==> src/rtl/cirq_pkg.sv <==
package cirq_pkg;
   localparam int unsigned DW        = 32;
   localparam int unsigned AW        = 3;
   localparam int unsigned GRP_FIELD = 8;

   typedef enum logic [AW-1:0] {
      A_MASK0 = 3'd0,
      A_MASK1 = 3'd1,
      A_CLR0  = 3'd2,
      A_CLR1  = 3'd3,
      A_COMP  = 3'd4,
      A_CMD   = 3'd5,
      A_STAT0 = 3'd6,
      A_STAT1 = 3'd7
   } reg_addr_e;

   // word 0 positions
   localparam int unsigned W0_SOF    = 0;
   localparam int unsigned W0_EOF    = 1;
   localparam int unsigned W0_PIXUPD = 4;
   localparam int unsigned W0_RAWUPD = 5;
   localparam int unsigned W0_WMDONE = 8;
   localparam int unsigned W0_COMP   = 25;
   localparam int unsigned W0_RSTACK = 31;
   // word 1 positions
   localparam int unsigned W1_CAPERR = 0;
   localparam int unsigned W1_VIOL   = 7;
   localparam int unsigned W1_HALT   = 8;
   localparam int unsigned W1_OVF    = 9;
   localparam int unsigned W1_RAWSOF = 29;
endpackage

==> src/rtl/cirq_regs.sv <==
module cirq_regs
   import cirq_pkg::*;
#(
   parameter int unsigned NUM_WM  = 8,
   parameter int unsigned NUM_GRP = 4
) (
   input  logic                      clk,
   input  logic                      rst_n,
   input  logic                      wr_en,
   input  logic [AW-1:0]             wr_addr,
   input  logic [DW-1:0]             wr_data,
   input  logic [AW-1:0]             rd_addr,
   input  logic [DW-1:0]             stat0_i,
   input  logic [DW-1:0]             stat1_i,
   output logic [DW-1:0]             rd_data,
   output logic [DW-1:0]             mask0_o,
   output logic [DW-1:0]             mask1_o,
   output logic [DW-1:0]             clr0_o,
   output logic [DW-1:0]             clr1_o,
   output logic [NUM_GRP*NUM_WM-1:0] comp_sel_o,
   output logic                      gclr_o,
   output logic                      comp_wr_o
);
   logic [DW-1:0] comp_q;

   always_ff @(posedge clk or negedge rst_n) begin
      if (!rst_n) begin
         mask0_o <= '0;
         mask1_o <= '0;
         clr0_o  <= '0;
         clr1_o  <= '0;
         comp_q  <= '0;
      end else if (wr_en) begin
         case (reg_addr_e'(wr_addr))
            A_MASK0: mask0_o <= wr_data;
            A_MASK1: mask1_o <= wr_data;
            A_CLR0:  clr0_o  <= wr_data;
            A_CLR1:  clr1_o  <= wr_data;
            A_COMP:  comp_q  <= wr_data;
            default: ;
         endcase
      end
   end

   assign gclr_o    = wr_en && (reg_addr_e'(wr_addr) == A_CMD) && wr_data[0];
   assign comp_wr_o = wr_en && (reg_addr_e'(wr_addr) == A_COMP);

   for (genvar g = 0; g < NUM_GRP; g++) begin : g_sel
      assign comp_sel_o[g*NUM_WM +: NUM_WM] = comp_q[g*GRP_FIELD +: NUM_WM];
   end

   always_comb begin
      case (reg_addr_e'(rd_addr))
         A_MASK0: rd_data = mask0_o;
         A_MASK1: rd_data = mask1_o;
         A_CLR0:  rd_data = clr0_o;
         A_CLR1:  rd_data = clr1_o;
         A_COMP:  rd_data = comp_q;
         A_STAT0: rd_data = stat0_i;
         A_STAT1: rd_data = stat1_i;
         default: rd_data = '0;
      endcase
   end
endmodule

==> src/rtl/cirq_word.sv <==
module cirq_word #(
   parameter int unsigned W = 32
) (
   input  logic         clk,
   input  logic         rst_n,
   input  logic [W-1:0] set_i,
   input  logic         clr_go_i,
   input  logic [W-1:0] clr_sel_i,
   input  logic [W-1:0] mask_i,
   output logic [W-1:0] stat_o,
   output logic         hit_o
);
   // set takes priority over a clear landing on the same edge
   always_ff @(posedge clk or negedge rst_n) begin
      if (!rst_n) stat_o <= '0;
      else        stat_o <= (stat_o & ~(clr_sel_i & {W{clr_go_i}})) | set_i;
   end

   assign hit_o = |(stat_o & mask_i);
endmodule

==> src/rtl/cirq_comp_grp.sv <==
module cirq_comp_grp #(
   parameter int unsigned NUM_WM = 8
) (
   input  logic              clk,
   input  logic              rst_n,
   input  logic [NUM_WM-1:0] sel_i,
   input  logic [NUM_WM-1:0] done_i,
   input  logic              flush_i,
   output logic              fire_o
);
   logic [NUM_WM-1:0] seen_q;
   logic [NUM_WM-1:0] seen_all;

   assign seen_all = seen_q | done_i;
   assign fire_o   = (|sel_i) && ((seen_all & sel_i) == sel_i);

   always_ff @(posedge clk or negedge rst_n) begin
      if (!rst_n)                 seen_q <= '0;
      else if (flush_i || fire_o) seen_q <= '0;
      else                        seen_q <= seen_all & sel_i;
   end
endmodule

==> src/rtl/cap_irq_aggregator.sv <==
module cap_irq_aggregator
   import cirq_pkg::*;
#(
   parameter int unsigned NUM_WM  = 8,
   parameter int unsigned NUM_GRP = 4,
   parameter int unsigned NUM_RAW = 3
) (
   input  logic               clk,
   input  logic               rst_n,
   input  logic               reg_wr_en,
   input  logic [2:0]         reg_wr_addr,
   input  logic [31:0]        reg_wr_data,
   input  logic [2:0]         reg_rd_addr,
   output logic [31:0]        reg_rd_data,
   input  logic               ev_frame_start,
   input  logic               ev_frame_end,
   input  logic               ev_pix_upd_done,
   input  logic [NUM_RAW-1:0] ev_raw_upd_done,
   input  logic               ev_reset_ack,
   input  logic [NUM_WM-1:0]  ev_wm_done,
   input  logic               ev_capif_err,
   input  logic               ev_violation,
   input  logic               ev_halt_ack,
   input  logic [NUM_WM-1:0]  ev_wm_overflow,
   input  logic [NUM_RAW-1:0] ev_raw_frame_start,
   output logic               irq
);
   localparam int unsigned SELW = NUM_GRP * NUM_WM;

   // elaboration-time range checks
   if (NUM_WM < 1 || NUM_WM > GRP_FIELD) begin : g_bad_wm
      $error("NUM_WM must be 1..8");
   end
   if (NUM_GRP < 1 || NUM_GRP > DW / GRP_FIELD) begin : g_bad_grp
      $error("NUM_GRP must be 1..4");
   end
   if (NUM_RAW < 1 || NUM_RAW > 3) begin : g_bad_raw
      $error("NUM_RAW must be 1..3");
   end

   logic [DW-1:0]      mask0, mask1, clr0, clr1, stat0, stat1, set0, set1;
   logic [SELW-1:0]    comp_sel;
   logic [NUM_GRP-1:0] fire;
   logic               gclr, comp_wr, hit0, hit1;

   cirq_regs #(.NUM_WM(NUM_WM), .NUM_GRP(NUM_GRP)) u_regs (
      .clk(clk), .rst_n(rst_n),
      .wr_en(reg_wr_en), .wr_addr(reg_wr_addr), .wr_data(reg_wr_data),
      .rd_addr(reg_rd_addr), .stat0_i(stat0), .stat1_i(stat1),
      .rd_data(reg_rd_data),
      .mask0_o(mask0), .mask1_o(mask1), .clr0_o(clr0), .clr1_o(clr1),
      .comp_sel_o(comp_sel), .gclr_o(gclr), .comp_wr_o(comp_wr)
   );

   for (genvar g = 0; g < NUM_GRP; g++) begin : g_grp
      cirq_comp_grp #(.NUM_WM(NUM_WM)) u_grp (
         .clk(clk), .rst_n(rst_n),
         .sel_i(comp_sel[g*NUM_WM +: NUM_WM]),
         .done_i(ev_wm_done),
         .flush_i(comp_wr),
         .fire_o(fire[g])
      );
   end

   always_comb begin
      set0 = '0;
      set1 = '0;
      set0[W0_SOF]    = ev_frame_start;
      set0[W0_EOF]    = ev_frame_end;
      set0[W0_PIXUPD] = ev_pix_upd_done;
      set0[W0_RSTACK] = ev_reset_ack;
      set1[W1_CAPERR] = ev_capif_err;
      set1[W1_VIOL]   = ev_violation;
      set1[W1_HALT]   = ev_halt_ack;
      for (int n = 0; n < int'(NUM_RAW); n++) begin
         set0[W0_RAWUPD + n] = ev_raw_upd_done[n];
         set1[W1_RAWSOF + n] = ev_raw_frame_start[n];
      end
      for (int n = 0; n < int'(NUM_WM); n++) begin
         set0[W0_WMDONE + n] = ev_wm_done[n];
         set1[W1_OVF + n]    = ev_wm_overflow[n];
      end
      for (int g = 0; g < int'(NUM_GRP); g++) begin
         set0[W0_COMP + g] = fire[g];
      end
   end

   cirq_word #(.W(DW)) u_word0 (
      .clk(clk), .rst_n(rst_n), .set_i(set0), .clr_go_i(gclr),
      .clr_sel_i(clr0), .mask_i(mask0), .stat_o(stat0), .hit_o(hit0)
   );

   cirq_word #(.W(DW)) u_word1 (
      .clk(clk), .rst_n(rst_n), .set_i(set1), .clr_go_i(gclr),
      .clr_sel_i(clr1), .mask_i(mask1), .stat_o(stat1), .hit_o(hit1)
   );

   assign irq = hit0 | hit1;
endmodule

==> config.mk <==
export PLATFORM = sky130hd
export DESIGN_NAME = cap_irq_aggregator
export DESIGN_NICKNAME = d
export VERILOG_FILES = /design/src/rtl/cirq_pkg.sv /design/src/rtl/cirq_regs.sv /design/src/rtl/cirq_word.sv /design/src/rtl/cirq_comp_grp.sv /design/src/rtl/cap_irq_aggregator.sv
export SDC_FILE = /design/constraint.sdc
export NUM_CORES = 1
export LEC_CHECK = 0
export CAP_MARGIN = 5
export CORE_ASPECT_RATIO = 0.75
export CORE_MARGIN = 3
export CORE_UTILIZATION = 55
export DETAILED_ROUTE_END_ITERATION = 10
export PLACE_DENSITY = 0.84
export SLEW_MARGIN = 25
export SYNTH_ARGS = -nofsm -noshare
export SYNTH_HDL_FRONTEND = slang
export SYNTH_SLANG_ARGS = --single-unit
export TNS_END_PERCENT = 20
==> constraint.sdc <==
create_clock -name clk -period 2.3 [get_ports clk]
set_input_delay 0.345 -clock clk [delete_from_list [all_inputs] [get_ports clk]]
set_output_delay 0.345 -clock clk [all_outputs]
set_load 0.1 [all_outputs]
## Word-level counts from Yosys, hierarchy flattened

Index checks and enable logic that the tools add are counted.

| word-level totals | value |
|---|---|
| register bits after elaboration | 256 |
| bits of input ports | 70 |
| output and inout bits | 33 |

| operators by class | value |
|---|---|
| equality and inequality tests | 15 |
| mux-type cells | 5 |
| bitwise logic cells | 19 |
| reduce and logical (&&, ||, !) cells | 24 |

Operators with widths:

| kind | count |
|---|---|
| $pmux 32 s7 | 1 |
| $and 32x32->32 | 6 |
| $not 32->32 | 2 |
| $or 32x32->32 | 2 |
| $reduce_or 32->1 | 2 |
| $and 8x8->8 | 4 |
| $eq 8x8->1 | 4 |
| $mux 8 | 4 |
| $or 8x8->8 | 4 |
| $reduce_or 8->1 | 4 |
| $eq 3x3->1 const B | 5 |
| $eq 3x2->1 const B | 4 |
| $reduce_and 2->1 | 5 |
| $logic_and 1x1->1 | 7 |
| $eq 3x1->1 const B | 2 |
| $logic_not 3->1 | 2 |
| $logic_or 1x1->1 | 4 |
| $or 1x1->1 | 1 |

## Longest topological paths before layout

Gate-level depths: netlist of the first run.

| logic depth | value |
|---|---|
| word-level depth | 7 |
| gate-level depth with buffers | 7 |
| mapped depth without buffers | 4 |

## By module

A second synthesis of the first run with hierarchy kept.

| second synthesis, totals | value |
|---|---|
| cell total of the unflattened synthesis | 933 |
| area, all modules | 11858.9 µm² |

Modules (own cells, without submodules):

| module | instances | cells an instance | area each (µm²) | seq. area each (µm²) |
|---|---|---|---|---|
| cirq_regs | 1 | 539 | 7507.2 | 4003.8 |
| cirq_word | 2 | 120 | 1340.0 | 800.8 |
| cirq_comp_grp | 4 | 38 | 415.4 | 200.2 |
| cap_irq_aggregator | 1 | 2 | 10.0 | 0.0 |

## Worst setup path after synthesis of the first run

Ideal clock, no wire load.

| timing | value |
|---|---|
| path kind | in2out |
| start | input reg_rd_addr[1] |
| end | output reg_rd_data[17] |
| arrival | 3.200 ns |
| data required time | 1.955 ns |
| setup slack | -1.245 ns |
| cell stages on the path | 7 |
| cell sequence | buf_4 buf_2 inv_1 buf_2 nor2_1 a21oi_1 o21ai_0 |

| on the way | value |
|---|---|
| longest elaborated chain between the ends | 2 |

RTL lines:

| what | RTL line | RTL |
|---|---|---|
| from (decl) | cap_irq_aggregator.sv:13 | `input logic [2:0] reg_rd_addr,` |
| $eq 3x3->1 (tied with other cells) | cirq_regs.sv:53 | `case (reg_addr_e'(rd_addr))` |
| $pmux 32 s7 * | cirq_regs.sv:53 |  |
| to (decl) | cap_irq_aggregator.sv:14 | `output logic [31:0] reg_rd_data,` |

Mark *: on every way between the ends. The rest lies on a longest branch, timed or not.

## Worst setup path after layout of the first run

| timing | value |
|---|---|
| start | register u_word0.stat_o[2] |
| end | output irq |

| on the way | value |
|---|---|
| longest elaborated chain between the ends | 3 |

RTL lines:

| what | RTL line | RTL |
|---|---|---|
| from (decl) | cirq_word.sv:10 | `output logic [W-1:0] stat_o,` |
| from (signal assigned) | cirq_word.sv:16 | `else stat_o <= (stat_o & ~(clr_sel_i & {W{clr_go_i}})) \| set_i;` |
| $and 32x32->32 | cirq_word.sv:19 | `assign hit_o = \|(stat_o & mask_i);` |
| $reduce_or 32->1 | cirq_word.sv:19 |  |
| $or 1x1->1 | cap_irq_aggregator.sv:98 | `assign irq = hit0 \| hit1;` |
| to (decl) | cap_irq_aggregator.sv:26 | `output logic irq` |

Every way passes these cells.

==> results_dict.tcl, run 1 <==
set metrics [dict create \
    totalNegativeSetupSlack_ns -0.706 \
    htreeDepth 1 \
    syn_to_final_growth_pct 30.9 \
    ys_types 38 \
    antenna_found_initial 0 \
    r2r_slack_ns 0.59 \
    power_leakage_nw 6.41 \
    grt_usage_pct 32.2 \
    maxCapViolCount 0 \
    fin_crit_sh_pct 124 \
    avgSynthCellArea_um2 12.5 \
    drt_first_pass_iters 5 \
    crit_path_max_fanout 3 \
    grt_overflow 0 \
    clock-sinks 256 \
    drt-initial-drc-count 1240 \
    switching_share_pct 31.9 \
    p_total_mw 14.0 \
    diodes 0 \
    hold_violations 0 \
    grt_max_degree 71 \
    setup_viol 3 \
    yosys_warnings 0 \
    layout_commonest_cell "dfrtp_1" \
    std_cell_rows 45 \
    ys_seq_area_share_pct 54.9 \
    syn_nets 1006 \
    path_class "reg2out" \
    post-place-ws_ns -0.490 \
    p_int_mw 9.55 \
    power_density_mw_per_mm2 918 \
    clkPwrFrac_pct 30.8 \
    end_kind "output pin" \
    drive_above_1_share_pct 34.3 \
    r2r_start "u_regs.comp_sel_o[1]" \
    gp_congestion 0.937 \
    vias 9515 \
    postSynthCellCount 936 \
    reg2reg_to "g_grp[0].u_grp.seen_q[7]" \
    netSwitchingPower_mw 4.47 \
    ios 103 \
    dp_hpwl_mm 24.9 \
    placed_area_mm2 0.0142 \
    port-buffer-count 102 \
    seqPwrFrac_pct 43.1 \
    start_kind "flop" \
    max_clock_freq_ghz 0.349 \
    first_global_vias 9852 \
    ff2ff_path_depth 5 \
    dieArea_mm2 0.0230 \
    required_ns 1.96 \
    wire_per_inst_um 26.1 \
    tightestPinTransition_ns 0.857 \
    wl_mm 37.3 \
    die_y_um 132 \
    violations "negative setup slack" \
    cts_buffers 25 \
    ys_ff_latch 256 \
    path_clk_slew_ns 0.07 \
    syn_area_mm2 0.0117 \
    status "finished with violations" \
    viasPerCell 6.64 \
    finalNetCount 1203 \
    final_area_mm2 0.0153 \
    die_w_um 174 \
    worstSkewPairLatency_ns 0.53 \
    min_period_ns 2.86 \
    slew_headroom_pct 42.7 \
    clock_path_buffers 3 \
    initial_core_util_pct 56.8 \
    grt_pass1_wl_mm 57.6 \
    fp.coreArea_mm2 0.0206 \
    timing.final.ws_setup_ns -0.562 \
    ir_worst_vdd_uv 661 \
    hold_path_class "in2async" \
    cts-root-buf "clkbuf_16" \
    combPwrFrac_pct 26.1 \
    layout_common_cells "254 x dfrtp_1, 157 x mux2_2, 100 x buf_4" \
    cts_tree "done" \
    maxSlewViolCount 0 \
    drc 0 \
    fin_skew_ns 0.00806 \
    final_antenna_net_count 0 \
    arrival_ns 2.52 \
    rsz0062_at_grt "yes" \
]
## through the flow
step / hold WS (ns) / std cells / util [%]
5_1_grt: 0.394 / 1432 / 74.3
2_1_floorplan: 0.0494 / 936 / -
6_report: 0.377 / 1432 / 74.3
4_1_cts: 0.374 / 1429 / 73.9
3_5_place_dp: 0.350 / 1380 / 69.2
3_3_place_gp: 0.348 / 1380 / 69.2
## per-layer routing
metal	vias up	global-route usage, %	part of all wire [%]
met1	4762	44.3	39
met5	-	0	0
met4	0	13.1	4.3
li1	3928	-	-
met2	686	49.2	46
met3	139	8.00	11
## power groups by stage
| stage | Clock [mW] | Sequential [mW] | Combinational [mW] |
|---|---|---|---|
| floorplan | 0 | 5.76 | 2.10 |
| global placement | 0 | 6.00 | 3.43 |
| detailed placement | 0 | 6.05 | 3.52 |
| CTS | 4.33 | 5.99 | 3.59 |
| global route | 4.51 | 6.11 | 3.85 |
| finish | 4.32 | 6.04 | 3.66 |
## state kept, by name, indices dropped and copies added, names as in the netlist
name	flops
g_grp.u_grp.seen_q	32
u_regs.clr0_o	32
u_regs.clr1_o	32
u_regs.comp_sel_o	32
u_regs.mask0_o	32
u_regs.mask1_o	32
u_word0.stat_o	32
u_word1.stat_o	32
## cells in the mapped netlist, drive strengths merged
| cell | instances | area (um^2) |
|---|---|---|
| nor4 | 8 | 50.1 |
| clkbuf | 16 | 60.1 |
| and3 | 4 | 25.0 |
| a21boi | 31 | 233 |
| or4 | 1 | 7.51 |
| o2bb2ai | 16 | 140 |
| nand4 | 4 | 25.0 |
| a22oi | 32 | 240 |
| nand2b | 2 | 12.5 |
| nor3b | 25 | 193 |
| inv | 1 | 3.75 |
| nor3 | 27 | 151 |
| a2111oi | 8 | 70.1 |
| mux2 | 163 | 1840 |
| and2 | 4 | 25.0 |
| a21oi | 14 | 70.1 |
| nor2b | 1 | 6.26 |
| nand4b | 1 | 8.76 |
| dfrtp | 256 | 6410 |
| a22o | 20 | 175 |
| a221oi | 24 | 210 |
| nand3 | 17 | 85.1 |
| o21ai | 39 | 195 |
| buf | 40 | 225 |
| mux4 | 4 | 90.1 |
| mux2i | 40 | 400 |
| nand2 | 58 | 218 |
| a222oi | 4 | 40.0 |
| nor2 | 35 | 146 |
| a21o | 33 | 248 |
| nor4b | 8 | 70.1 |
## cell type report
class,count,area [um^2]
Timing Repair Buffer,226,2540
Clock inverter,10,158
Inverter,1,3.75
Tap cell,282,353
Multi-Input combinational cell,623,5130
Clock buffer,34,689
Sequential cell,256,6410
Fill cell,1295,5280
## worst max-delay path by stage
stage / start / end / slack, ns / depth (start not counted)
floorplan: reg_rd_addr[1] / reg_rd_data[12] / -0.46 / 5
global placement: reg_rd_addr[1] / reg_rd_data[29] / -0.57 / 6
detailed placement: reg_rd_addr[1] / reg_rd_data[28] / -0.49 / 6
CTS: u_regs.mask0_o[27] / irq / -0.55 / 6
global route: u_word0.stat_o[28] / irq / -0.59 / 6
finish: u_word0.stat_o[2] / irq / -0.56 / 5
## worst max-delay path, cell delays in order (launching register included)
cell,delay (ns)
dfrtp_1,0.42
a22o_1,0.33
a221oi_2,0.26
nand4_1,0.18
or4_4,0.61
buf_12,0.19
## repair_timing
item,4_1_cts,5_1_grt
pin swaps,3,6
setup endpoints to repair,33,16
buffers inserted,5,3
hold endpoints to repair,65,0
hold buffers,1,0
resized for setup,21,13
## logic make-up after synthesis
kind of cell	share of synthesized area, %
flops	54.9
compound gates	13.9
mux	19.9
simple gates	8.77
buf+inv	2.48
(Power assumes the default switching activity.)
==> run 2: changes to the inputs <==
SLEW_MARGIN = 20   (was 25)
==> results of run 2 <==
Same layout as run 1: the final DEF is identical, and so are final timing and power.
